==> config.mk <==
export PLATFORM = sky130hd
export DESIGN_NAME = ir_pulse_rx
export DESIGN_NICKNAME = d
export VERILOG_FILES = /design/src/rtl/ir_rx_pkg.sv /design/src/rtl/ir_noise_filter.sv /design/src/rtl/ir_width_timer.sv /design/src/rtl/ir_frame_ctrl.sv /design/src/rtl/ir_pulse_rx.sv
export SDC_FILE = /design/constraint.sdc
export NUM_CORES = 1
export LEC_CHECK = 0
export BUFFER_PORTS_ARGS = -buffer_cell sky130_fd_sc_hd__buf_2
export CAP_MARGIN = 20
export CORE_MARGIN = 2
export CORE_UTILIZATION = 40
export CTS_CLUSTER_DIAMETER = 80
export DETAILED_ROUTE_END_ITERATION = 8
export PLACE_DENSITY_LB_ADDON = 0.05
export SYNTH_ARGS = -nofsm -noshare
export SYNTH_HDL_FRONTEND = slang
export SYNTH_SLANG_ARGS = --single-unit
==> constraint.sdc <==
create_clock -name clk -period 5.4 [get_ports clk]
set_input_delay 1.08 -clock clk [delete_from_list [all_inputs] [get_ports clk]]
set_output_delay 1.08 -clock clk [all_outputs]
set_load 0.01 [all_outputs]
==> src/rtl/ir_rx_pkg.sv <==
package ir_rx_pkg;

    typedef enum logic [2:0] {
        S_IDLE       = 3'd0,
        S_LEAD_MARK  = 3'd1,
        S_LEAD_SPACE = 3'd2,
        S_BIT_MARK   = 3'd3,
        S_BIT_SPACE  = 3'd4,
        S_DONE       = 3'd5
    } rx_state_e;

    typedef enum logic [1:0] {
        LEAD_NONE = 2'd0,
        LEAD_HALF = 2'd1,
        LEAD_FULL = 2'd2,
        LEAD_FULL_ALT = 2'd3
    } lead_mode_e;

endpackage

==> src/rtl/ir_noise_filter.sv <==
module ir_noise_filter #(
    parameter int TICKS_PER_UNIT = 4,
    parameter int UNIT_W         = 4
) (
    input  logic              clk,
    input  logic              rst_n,
    input  logic              tick,
    input  logic              rx_in,
    input  logic [UNIT_W-1:0] units,
    output logic              rise,
    output logic              fall
);
    localparam int FCNT_W = UNIT_W + $clog2(TICKS_PER_UNIT) + 1;

    logic [1:0]        sync_q;
    logic              level_q;
    logic [FCNT_W-1:0] run_q;
    logic [FCNT_W-1:0] eff_units;
    logic [FCNT_W-1:0] limit;

    always_comb begin
        eff_units = (units == '0) ? FCNT_W'(1) : FCNT_W'(units);
        limit     = eff_units * FCNT_W'(TICKS_PER_UNIT);
    end

    always_ff @(posedge clk or negedge rst_n) begin
        if (!rst_n) begin
            sync_q  <= '0;
            level_q <= 1'b0;
            run_q   <= '0;
            rise    <= 1'b0;
            fall    <= 1'b0;
        end else begin
            sync_q <= {sync_q[0], rx_in};
            rise   <= 1'b0;
            fall   <= 1'b0;
            if (tick) begin
                if (sync_q[1] != level_q) begin
                    if (run_q == limit - FCNT_W'(1)) begin
                        level_q <= sync_q[1];
                        run_q   <= '0;
                        rise    <= sync_q[1];
                        fall    <= ~sync_q[1];
                    end else begin
                        run_q <= run_q + FCNT_W'(1);
                    end
                end else begin
                    run_q <= '0;
                end
            end
        end
    end

    // accepted level only moves on a sampling tick
    p_filt_on_tick_r2: assert property (@(posedge clk) disable iff (!rst_n)
        !$stable(level_q) |-> $past(tick));

    // an edge strobe lasts one clock
    p_edge_single_r2: assert property (@(posedge clk) disable iff (!rst_n)
        (rise || fall) |=> !(rise || fall));

endmodule

==> src/rtl/ir_width_timer.sv <==
module ir_width_timer #(
    parameter int CNT_W = 8
) (
    input  logic             clk,
    input  logic             rst_n,
    input  logic             tick,
    input  logic             clear,
    output logic [CNT_W-1:0] width
);
    always_ff @(posedge clk or negedge rst_n) begin
        if (!rst_n) begin
            width <= '0;
        end else if (clear) begin
            width <= '0;
        end else if (tick && (width != '1)) begin
            width <= width + CNT_W'(1);
        end
    end

    // the timer never wraps past its saturation value
    p_timer_sat_r5: assert property (@(posedge clk) disable iff (!rst_n)
        ($past(width) == '1 && !$past(clear)) |-> (width == '1));

endmodule

==> src/rtl/ir_frame_ctrl.sv <==
module ir_frame_ctrl
    import ir_rx_pkg::*;
#(
    parameter int DATA_W = 32,
    parameter int CNT_W  = 8
) (
    input  logic              clk,
    input  logic              rst_n,
    input  logic              rise,
    input  logic              fall,
    input  logic [CNT_W-1:0]  width,
    input  logic [1:0]        lead_mode,
    input  logic [CNT_W-1:0]  lead_ticks,
    input  logic [CNT_W-1:0]  bit_thresh,
    input  logic [CNT_W-1:0]  idle_ticks,
    output logic [DATA_W-1:0] data,
    output logic [CNT_W-1:0]  bits,
    output logic              overflow,
    output logic              done
);
    localparam int IDX_W = $clog2(DATA_W);

    rx_state_e  state_q, state_n;
    lead_mode_e mode;
    logic [CNT_W-1:0] lead_min;
    logic timeout, lead_ok, start_clear, shift_en, bit_val;

    always_comb begin
        mode = lead_mode_e'(lead_mode);
        unique case (mode)
            LEAD_HALF: lead_min = lead_ticks >> 1;
            LEAD_NONE: lead_min = '0;
            default:   lead_min = lead_ticks;
        endcase
        timeout     = (width >= idle_ticks);
        lead_ok     = (width >= lead_min);
        start_clear = ((state_q == S_IDLE) && rise && (mode == LEAD_NONE)) ||
                      ((state_q == S_LEAD_MARK) && fall && lead_ok);
        shift_en    = (state_q == S_BIT_SPACE) && rise;
        bit_val     = (width > bit_thresh);
    end

    // next-state logic
    always_comb begin
        state_n = state_q;
        unique case (state_q)
            S_IDLE: begin
                if (rise) state_n = (mode == LEAD_NONE) ? S_BIT_MARK : S_LEAD_MARK;
            end
            S_LEAD_MARK: begin
                if (fall)         state_n = lead_ok ? S_LEAD_SPACE : S_IDLE;
                else if (timeout) state_n = S_IDLE;
            end
            S_LEAD_SPACE: begin
                if (rise)         state_n = S_BIT_MARK;
                else if (timeout) state_n = S_IDLE;
            end
            S_BIT_MARK: begin
                if (fall)         state_n = S_BIT_SPACE;
                else if (timeout) state_n = S_DONE;
            end
            S_BIT_SPACE: begin
                if (rise)         state_n = S_BIT_MARK;
                else if (timeout) state_n = S_DONE;
            end
            S_DONE:  state_n = S_IDLE;
            default: state_n = S_IDLE;
        endcase
    end

    // state register
    always_ff @(posedge clk or negedge rst_n) begin
        if (!rst_n) state_q <= S_IDLE;
        else        state_q <= state_n;
    end

    // outputs and shift register
    always_ff @(posedge clk or negedge rst_n) begin
        if (!rst_n) begin
            data     <= '0;
            bits     <= '0;
            overflow <= 1'b0;
        end else if (start_clear) begin
            data     <= '0;
            bits     <= '0;
            overflow <= 1'b0;
        end else if (shift_en) begin
            if (bits < CNT_W'(DATA_W)) data[bits[IDX_W-1:0]] <= bit_val;
            else                       overflow <= 1'b1;
            if (bits != '1) bits <= bits + CNT_W'(1);
        end
    end

    assign done = (state_q == S_DONE);

    // end-of-frame pulse is one clock wide
    p_done_single_r5: assert property (@(posedge clk) disable iff (!rst_n)
        done |=> !done);

    // overflow only with more bits than the word holds
    p_no_overflow_r7: assert property (@(posedge clk) disable iff (!rst_n)
        overflow |-> (bits > CNT_W'(DATA_W)));

    // data is held in states that neither clear nor shift
    p_data_hold_r8: assert property (@(posedge clk) disable iff (!rst_n)
        (state_q == S_LEAD_SPACE || state_q == S_BIT_MARK || state_q == S_DONE)
        |=> $stable(data));

    // count never drops while bits are arriving
    p_bits_mono_r6: assert property (@(posedge clk) disable iff (!rst_n)
        (state_q == S_BIT_SPACE) |=> (bits >= $past(bits)));

endmodule

==> src/rtl/ir_pulse_rx.sv <==
module ir_pulse_rx #(
    parameter int DATA_W         = 32,
    parameter int CNT_W          = 8,
    parameter int TICKS_PER_UNIT = 4,
    parameter int UNIT_W         = 4
) (
    input  logic              clk,
    input  logic              rst_n,
    input  logic              tick,
    input  logic              rx_in,
    input  logic [1:0]        cfg_lead_mode,
    input  logic [UNIT_W-1:0] cfg_filt_units,
    input  logic [CNT_W-1:0]  cfg_lead_ticks,
    input  logic [CNT_W-1:0]  cfg_bit_thresh,
    input  logic [CNT_W-1:0]  cfg_idle_ticks,
    input  logic              hold_en,
    output logic [DATA_W-1:0] rx_data,
    output logic [CNT_W-1:0]  rx_bits,
    output logic              rx_overflow,
    output logic              frame_done,
    output logic              wake_req
);
    logic             f_rise, f_fall;
    logic [CNT_W-1:0] width;

    ir_noise_filter #(
        .TICKS_PER_UNIT(TICKS_PER_UNIT),
        .UNIT_W        (UNIT_W)
    ) u_filter (
        .clk  (clk),
        .rst_n(rst_n),
        .tick (tick),
        .rx_in(rx_in),
        .units(cfg_filt_units),
        .rise (f_rise),
        .fall (f_fall)
    );

    ir_width_timer #(.CNT_W(CNT_W)) u_timer (
        .clk  (clk),
        .rst_n(rst_n),
        .tick (tick),
        .clear(f_rise | f_fall),
        .width(width)
    );

    ir_frame_ctrl #(.DATA_W(DATA_W), .CNT_W(CNT_W)) u_ctrl (
        .clk       (clk),
        .rst_n     (rst_n),
        .rise      (f_rise),
        .fall      (f_fall),
        .width     (width),
        .lead_mode (cfg_lead_mode),
        .lead_ticks(cfg_lead_ticks),
        .bit_thresh(cfg_bit_thresh),
        .idle_ticks(cfg_idle_ticks),
        .data      (rx_data),
        .bits      (rx_bits),
        .overflow  (rx_overflow),
        .done      (frame_done)
    );

    always_ff @(posedge clk or negedge rst_n) begin
        if (!rst_n)       wake_req <= 1'b0;
        else if (!hold_en) wake_req <= 1'b0;
        else if (f_rise)  wake_req <= 1'b1;
    end

    // leaving hold drops the wake request
    p_wake_release_r9: assert property (@(posedge clk) disable iff (!rst_n)
        !hold_en |=> !wake_req);

endmodule

==> results.md, run 1 <==
* Status: completed
* Final setup fails at 0
* R2R depth at 8
* DR WL/cell at 15.7 um
* # resized after CTS at 0
* R2R setup slack at roughly 3000 ps
* WL final at 10.4 mm
* GPL Wtd Cong at approximately 0.76
* Startpoint Class: input port
* RSZ-0062 raised after global routing: no
* Post-route ant nets at 0
* Initial core utilization at 0.410
* Congestion Overflow GR at 0
* CP cell instances: buf_2, nor2b_1, a22o_1, ha_1, nand2b_4, a2111oi_4, nor3_1, o21a_1, a21o_4, nor3_1
* DR vias at 3548
* CTS Buf Count at 9
* CP max stage delay at 400 ps
* CTS Hold Bufs at 0
* Pin count of the biggest net entering global routing at 42
* Clock Skews at between 10 and 15 ps
* Synth area leader: dfrtp_1
* Layout net count at a little under 600
* Hpwl dp at 7.36 mm
* Root buffer cell: clkbuf_8
* Final Critical Period at 3220 ps
* Top-area cell type share of the netlist area at 0.388
* I/O Buffers at 77
* Relative slew margins at 0.564
* Cell mode on critical path: nor3_1
* Initial antenna violation count at 0
* Worst Setup End Kind: flip-flop
* Placed instance area at roughly 4600 um2
* Fmax at 311 MHz
* Crit path DAT at 3480 ps
* Syn nets at between 500 and 600
* MaxCap Viol Count at 0
* Worst reg2reg path startpoint: u_timer.width[0]
* Number of synthesized flops with an enable pin at 0
* Synth-to-Final Area Change at 14.5%
* Clk sinks at 65
* Mapped Cells at 452
* Yosys cell types at 57
* Hold path depth at 0
* Worst Path Required at 5660 ps
* Total Routing Usage GR at 0.194
* Crit path max fanout at 41
* Critical path type: in -> reg
* Worst hold start: u_filter.sync_q[0]
* Seq cells post-synth at 65
* Num rows at 37
* Antenna diodes at 0
* Die Width at 106 um
* CTS tree: done
* Final worst path period share at 0.596
* Iter 0 DRT Violations at around 210
* Hold Violations, Final at 0
* Top Family by Delay on Critical Path: compound AO/OA/AOI/OAI gates
* Warnings, synthesis at 0
* Worst slew pin tran at 654 ps
* First-pass GRT wire length at 17.3 mm
* Highest-delay cell along the critical path: nor2b_1
* Avg Synthesized Cell Area at 9.27 um2
* DRT Pass-1 Iters at 4
* Sequential area share after synthesis at 0.388
* Die Ht at 106 um
* Worst reg2reg path endpoint: u_ctrl.bits[6]
* CTS clk-pin slew, worst paths at 70 ps
* Vias in the first global route at 3435
* Fin. max-slew vios at 0
* Fin Setup TNS at 0 ps
* Ports at 78
* Mapped cell area at roughly 4200 um2
* Most common cell after layout, fill and taps aside: buf_2
* Cell Pwr Density at approximately 280 nW/um2
* H-Tree Level Count at 3
* Commonest non-fill, non-tap cells in the layout: buf_2, dfrtp_1, nand3_1
* Core box area at 10200 um2
* Fraction of final layout cells sized beyond drive strength 1 at 0.274
* Clk_lat worst skew at 340 ps
* VDD IR max at 112 uV
* Area of the die at 11300 um2
* Hold Path End: u_filter.sync_q[1]
* Hold Crit Class: reg -> reg
* Via-per-instance ratio at 5.37
* Post-CTS Setup Inserts at 0
* Drt drc at 0
* Leak at ~1.9 nW
* Buf/Inv on CP at 1
* Prevailing post-synth register cell: dfrtp_1
* Final Cell Area at between 4000 and 5000 um2
* Synth async-reset ratio at 1.00
* Top post-synthesis cells by area: dfrtp_1, ha_1, a21oi_2, nand3_1, o21ai_0
* CTS Buffer Depth at 2
[per-layer routing]
metal,vias up,track usage,part of all wire
met2,84,0.307,0.45
met4,0,0.0620,0.015
met5,-,0,0
met1,1703,0.269,0.49
met3,11,0.0349,0.043
li1,1750,-,-
[metrics by stage]
step / util / total power, mW / hold slack, ps / instances / setup WS [ps]
after floorplan: - / 0.887 / 331 / 452 / 2150
after global placement: 0.453 / 1.00 / 333 / 645 / 1910
after detailed placement: 0.453 / 1.01 / 335 / 645 / 1830
after CTS: 0.469 / 1.38 / 357 / 661 / 2200
after global routing: 0.469 / 1.46 / 359 / 661 / 2010
final: 0.469 / 1.35 / 353 / 661 / 2180
[how the worst max path moves through the flow]
stage	from	to	slack (ps)	depth (start not counted)
floorplan	cfg_lead_mode[1]	u_ctrl.data[0]	2150	12
global placement	cfg_lead_mode[1]	u_ctrl.bits[6]	1910	10
detailed placement	cfg_lead_mode[1]	u_ctrl.bits[6]	1830	10
CTS	cfg_lead_mode[1]	u_ctrl.bits[6]	2200	10
global route	cfg_lead_mode[1]	u_ctrl.bits[6]	2010	10
finish	cfg_lead_mode[1]	u_ctrl.bits[6]	2180	10
[power breakdown]
group / internal [mW] / total (mW) / leakage (nW) / switching (mW)
sequential: 0.536 / 0.618 / 0.678 / 0.0820
clock: 0.166 / 0.355 / 0.0870 / 0.189
combinational: 0.177 / 0.381 / 1.18 / 0.205
total: 0.879 / 1.35 / 1.94 / 0.476
[cell families after synthesis]
family / after synthesis / synth area share
AOI/OAI and AO/OA: 122 / 0.208
muxes: 4 / 0.00985
and+or+nand+nor: 168 / 0.212
DFF: 65 / 0.388
xor gates and xnor gates: 16 / 0.0367
adders and majority gates: 31 / 0.0925
buffers and inverters: 46 / 0.0528
[synth_stat cells, types with 2 or more instances]
cell type and number:
dfrtp_1 65, nand3_1 47, o21ai_0 40, a21oi_2 33, ha_1 31, nand2_1 27, nor2_1 27, inv_1 23
a21oi_1 12, nor2b_1 10, xor2_1 10, nor3_1 9, clkbuf_1 8, o21ai_1 8, a22oi_1 6, and3_1 6
buf_2 6, nand2b_1 6, nand4_1 6, and2_1 5, buf_6 5, xnor2_1 5, nor2_2 4, nor3b_1 4
o21a_1 4, and4_1 3, mux2i_1 3, o211ai_1 3, o22ai_1 3, o31ai_2 3, buf_1 2, nor4_1 2
or3_1 2
[sequential cells by signal, summed over array words and instances (netlist names)]
register and flops:
u_filter.rise 1, u_ctrl.state_q 3, u_filter.fall 1, u_ctrl.overflow 1, u_ctrl.bits 8, u_timer.width 8, u_filter.run_q 7, wake_req 1
u_ctrl.data 32, u_filter.sync_q 2, u_filter.level_q 1
[layout make-up]
class / count / area, um2
Tap cell: 136 / 170
Fill cell: 1014 / 5430
Multi-Input combinational cell: 341 / 2350
Inverter: 24 / 90.1
Clock inverter: 5 / 32.5
Timing Repair Buffer: 79 / 400
Sequential cell: 65 / 1630
Clock buffer: 11 / 131
[worst register-to-register path, cell delays in order, from the launching register on]
cell	delay (ps)
dfrtp_1	400
inv_1	210
ha_1	270
nand2b_4	140
a2111oi_4	320
nor3_1	90
o21a_1	210
a21o_4	400
nor3_1	260
Note: power is estimated with default switching activity, not from simulation.
==> run 2: changes to the inputs <==
- clock period: 5.4 -> 3 ns (I/O delays scaled with it)
==> run 2 against run 1 <==
Against the previous run:
- register-to-register slack lost 2300 ps
- routed wire length grew 1.4%
- sequential cell count is the same
- critical path depth grew 2
- final area grew 2.3%
- non-clock buffer count grew 7
- hold slack lost 140 ps
- critical endpoint is now u_ctrl.bits[4]
- critical path type unchanged
- setup slack lost 1600 ps
==> results.md, run 2 (synthesized netlist as in run 1, its figures left out) <==
* Status: completed
* Total Routing Usage GR at 0.193
* Final setup fails at 0
* Post-route setup slack at 589 ps
* Num rows at 37
* Fin. max-slew vios at 0
* Cell mode on critical path: buf_4
* Most common cell after layout, fill and taps aside: buf_2
* Clock Skews at slightly below 10 ps
* Crit path from: cfg_lead_mode[1]
* Area of the die at roughly 11000 um2
* Die Ht at approximately 110 um
* Worst reg2reg path endpoint: u_ctrl.data[6]
* Worst path depth at 12
* CP cell instances: buf_2, nor2b_1, buf_4, a22oi_1, ha_1, and4_1, o21ai_0, nor3_1, o21a_1, a21o_4, buf_4, nor2_1
* Setup crit end: u_ctrl.bits[4]
* Highest-delay cell along the critical path: ha_1
* Fillers at ~1000
* Via-per-instance ratio at between 5 and 6
* Core box area at 10200 um2
* Sw Share at 0.330
* Critical path type: in -> reg
* Leading registers by flop count: u_ctrl.data: 32 flops, u_ctrl.bits: 8 flops, u_timer.width: 8 flops
* Sequential power share at 0.433
* Clk sinks at 65
* Congestion Overflow GR at 0
* Placed instance area at between 4000 and 5000 um2
* Final Critical Period at 2410 ps
* CTS Hold Bufs at 0
* Buf/Inv on CP at 3
* H-Tree Level Count at 3
* Register area at 1630 um2
* Hold Crit Class: in -> async
* CTS tree: done
* RSZ-0062 raised after global routing: no
* Max reg flops at 32
* CTS clk-pin slew, worst paths at roughly 70 ps
* Die Width at approximately 110 um
* Hold Violations, Final at 0
* Logic pwr share at 0.275
* # resized after CTS at 0
* CTS Buffer Depth at 2
* R2R depth at 8
* Initial antenna violation count at 0
* Fin Setup TNS at 0 ps
* Crit path DAT at around 2600 ps
* GPL Wtd Cong at approximately 0.77
* CTS Buf Count at 9
* Post-route ant nets at 0
* Startpoint Class: input port
* Worst slack, placed at 229 ps
* Worst Setup End Kind: flip-flop
* Root buffer cell: clkbuf_8
* Layout net count at 593
* Final Cell Area at around 4900 um2
* Top Family by Delay on Critical Path: compound AO/OA/AOI/OAI gates
* Switch Pwr at 0.844 mW
* Leak at 2.00 nW
* Fraction of final layout cells sized beyond drive strength 1 at 0.284
* DR WL/cell at ~16 um
* CP max stage delay at between 300 and 400 ps
* Crit path max fanout at 13
* Drt drc at 0
* Final total power at 2.56 mW
* Worst reg2reg path startpoint: u_timer.width[6]
* Initial core utilization at 0.410
* Fmax at 415 MHz
* Most flops, register: u_ctrl.data
* R2R setup slack at about 780 ps
* First-pass GRT wire length at 17.5 mm
* Clock power frac at 0.292
* Vias in the first global route at approximately 3500
* WL final at 10.5 mm
* Worst slew pin tran at 559 ps
* VDD IR max at ~220 uV
* Clk_lat worst skew at 340 ps
* Synth-to-Final Area Change at 17.1%
* Worst Path Required at 3230 ps
* DRT Pass-1 Iters at 4
* Relative slew margins at 0.618
* DR vias at approximately 3600
* Internal at 1.72 mW
* Pin count of the biggest net entering global routing at 33
* Antenna diodes at 0
* Cell Pwr Density at 522 nW/um2
* Hpwl dp at 7.74 mm
* Iter 0 DRT Violations at between 150 and 200
* Multi-input gate area at approximately 2300 um2
* MaxCap Viol Count at 0
* Post-CTS Setup Inserts at 0
* Ports at 78
* Final worst path period share at 0.804
* Commonest non-fill, non-tap cells in the layout: buf_2, dfrtp_1, nand3_1
* I/O Buffers at 77
==> run 2: cell types whose count changed in the layout (fill, tap and decap cells not counted), sizes merged <==
cell and delta:
buf +7, bufinv +1, clkinv -3, clkbuf +1
==> run 2: metal layers <==
layer  GRT usage  vias to the layer above  wire (um)
li1            -                     1763          -
met1       0.276                     1721       5120
met2       0.302                       84       4690
met3      0.0349                        9        589
met4      0.0508                        0        100
met5           0                        -          0
==> run 2: worst min path at each step <==
stage,cells after the start,slack [ps],to,startpoint
4_1_cts,1,220,u_ctrl.data[12],rst_n
3_5_place_dp,0,340,u_filter.sync_q[1],u_filter.sync_q[0]
2_1_floorplan,0,300,u_ctrl.bits[0],rst_n
3_3_place_gp,0,330,u_filter.sync_q[1],u_filter.sync_q[0]
5_1_grt,1,250,u_ctrl.data[12],rst_n
6_report,1,220,u_timer.width[5],rst_n
==> run 2: layout make-up <==
type / instances / area share
tap: 136 / 0.0347
multi-input combinational: 341 / 0.478
clock inverter: 3 / 0.00816
sequential: 65 / 0.331
clock buffer: 12 / 0.0316
timing repair buffer: 86 / 0.0974
inverter: 24 / 0.0184
==> run 2: power by group through the flow <==
stage,registers (mW),clock network (mW),logic (mW)
6_report,1.11,0.748,0.703
3_5_place_dp,1.13,0,0.709
5_1_grt,1.13,0.796,0.815
4_1_cts,1.11,0.776,0.715
3_3_place_gp,1.13,0,0.690
2_1_floorplan,1.08,0,0.515
==> run 2: worst reg2reg max path: stages (launching register included) <==
cell and delay [ps]:
dfrtp_1 480, ha_1 360, a21oi_1 160, nor2b_1 60, a2111oi_0 450, a21oi_2 110
buf_4 250, nand3_1 170, a21oi_2 60
==> run 2: through the flow <==
| step | util | cells | hold WS, ps |
|---|---|---|---|
| global route | 0.480 | 667 | 253 |
| global placement | 0.461 | 652 | 334 |
| CTS | 0.480 | 667 | 217 |
| floorplan | - | 452 | 304 |
| finish | 0.480 | 667 | 217 |
| detailed placement | 0.461 | 652 | 338 |
==> run 3: changes to the inputs <==
- clock period: 3 -> 2 ns (I/O delays scaled with it)
==> run 3 against run 2 <==
Against the previous run:
- the run now ends with setup timing left
- global-route usage grew 1.4 points
- combinational power grew 110%
- core utilization grew 5.4 points
- clock-buffer cell count shrank 3
- sequential cell count is the same
- largest cell class unchanged
- final area grew 11%
- setup slack lost 690 ps
- cell count grew 7.2%
==> results.md, run 3 (synthesized netlist as in run 1, its figures left out) <==
* Status: complete, but fails checks
* Failing checks: setup timing
* DR vias at 3823
* Cell Pwr Density at around 760 nW/um2
* Antenna diodes at 0
* Die Ht at 106 um
* Worst slew pin tran at slightly above 800 ps
* Worst slack, placed at -473 ps
* Root buffer cell: clkbuf_8
* Clock Skews at 8.30 ps
* Total Routing Usage GR at 0.207
* I/O Buffers at 77
* Commonest non-fill, non-tap cells in the layout: buf_2, dfrtp_1, nand3_1
* Die Width at 106 um
* DRT Pass-1 Iters at 4
* MaxCap Viol Count at 0
* H-Tree Level Count at 3
* Area of the die at 11300 um2
* Most common cell after layout, fill and taps aside: buf_2
* Core box area at 10200 um2
* Post-route ant nets at 0
* Fraction of final layout cells sized beyond drive strength 1 at 0.380
* DR WL/cell at about 16 um
* Final Critical Period at approximately 2100 ps
* GPL Wtd Cong at approximately 0.77
* Crit path DAT at 2380 ps
* CTS Hold Bufs at 0
* Fin util at 0.533
* Fmax at between 400 and 500 MHz
* CTS Buf Count at 9
* Clk sinks at 65
* CTS clk-pin slew, worst paths at 70 ps
* Iter 0 DRT Violations at 230
* Hold Crit Class: in -> async
* Hold Violations, Final at 0
* CTS tree: done
* Ports at 78
* Relative slew margins at 0.445
* Pin count of the biggest net entering global routing at 66
* Leak at 2.27 nW
* Fin. max-slew vios at 0
* Post-route setup slack at -105 ps
* Leading registers by flop count: u_ctrl.data: 32 flops, u_ctrl.bits: 8 flops, u_timer.width: 8 flops
* Vias in the first global route at 3624
* First-pass GRT wire length at 18.5 mm
* Layout net count at 641
* Most flops, register: u_ctrl.data
* Startpoint Class: input port
* VDD IR max at 386 uV
* Max reg flops at 32
* Hpwl dp at about 8.0 mm
* Congestion Overflow GR at 0
* Crit path max fanout at 11
* Clk_lat worst skew at 350 ps
* Num rows at 37
* CTS Buffer Depth at 2
* Initial core utilization at 0.410
* RSZ-0062 raised after global routing: yes
* Final worst path period share at 1.05
* Worst Path Required at about 2300 ps
* Final setup fails at 39
* Worst Setup End Kind: flip-flop
* R2R depth at 9
* Synth-to-Final Area Change at 30.1%
* Drt drc at 0
* Critical path type: in -> reg
* WL final at 11.5 mm
* Via-per-instance ratio at 5.35
* Initial antenna violation count at 0
run 3: cell type report:
class / instances / area [um2]
clock inverters: 6 / 60.1
multi-input cells: 342 / 2470
flip-flops and latches: 65 / 1630
repair buffers: 133 / 906
clock buffers: 9 / 124
fillers: 982 / 4780
well taps: 136 / 170
inverters: 24 / 90.1
run 3: critical path, stage by stage:
cell and delay [ps]:
buf_6 90, nor2b_4 120, a22o_1 210, ha_1 270, nand2b_4 150, a2111oi_4 300
nor3_2 60, o21a_2 240, a21o_4 250, buf_12 170, a21oi_2 110
run 3: per-layer routing:
metal / vias to the layer above / wire (um) / global-route usage
met3: 6 / 454 / 0.0405
met5: - / 0 / 0
met1: 1885 / 5630 / 0.303
met2: 69 / 5320 / 0.315
li1: 1863 / - / -
met4: 0 / 82 / 0.0508
run 3: through the flow:
| step | cells | power, mW | cell area [um2] | setup TNS (ps) | hold WS [ps] |
|---|---|---|---|---|---|
| after CTS | 707 | 4.05 | 5240 | -1360 | 77.2 |
| after floorplan | 452 | 2.40 | 4240 | -12980 | 104 |
| after global routing | 715 | 4.47 | 5460 | -4670 | 85.2 |
| final | 715 | 4.17 | 5460 | -2580 | 52.8 |
| after global placement | 689 | 2.92 | 5010 | -19060 | 332 |
| after detailed placement | 689 | 2.95 | 5010 | -20010 | 337 |
run 3: report_power, final:
part | internal [mW] | switching (mW) | total (mW)
clock | 0.561 | 0.517 | 1.08
combinational | 0.742 | 0.743 | 1.48
sequential | 1.45 | 0.155 | 1.61
total | 2.76 | 1.41 | 4.17
run 3: timing repair:
item,in CTS,in global routing
gates cloned,1,1
pin swaps,0,7
setup buffers,2,7
endpoints found under the hold margin,0,0
endpoints found under the setup margin,40,48
gates resized for setup,6,30
run 3: path summary, 6_finish.rpt:
check | startpoint | to | slack, ps
min in group clk | rx_in | u_filter.sync_q[0] | 150
worst max-delay path | cfg_lead_mode[0] | u_ctrl.data[12] | -110
worst min register to register | u_filter.sync_q[0] | u_filter.sync_q[1] | 350
max in group asynchronous | rst_n | u_timer.width[3] | 1620
worst max register to register | u_timer.width[0] | u_ctrl.data[12] | -50
worst min-delay path | rst_n | u_timer.width[4] | 50
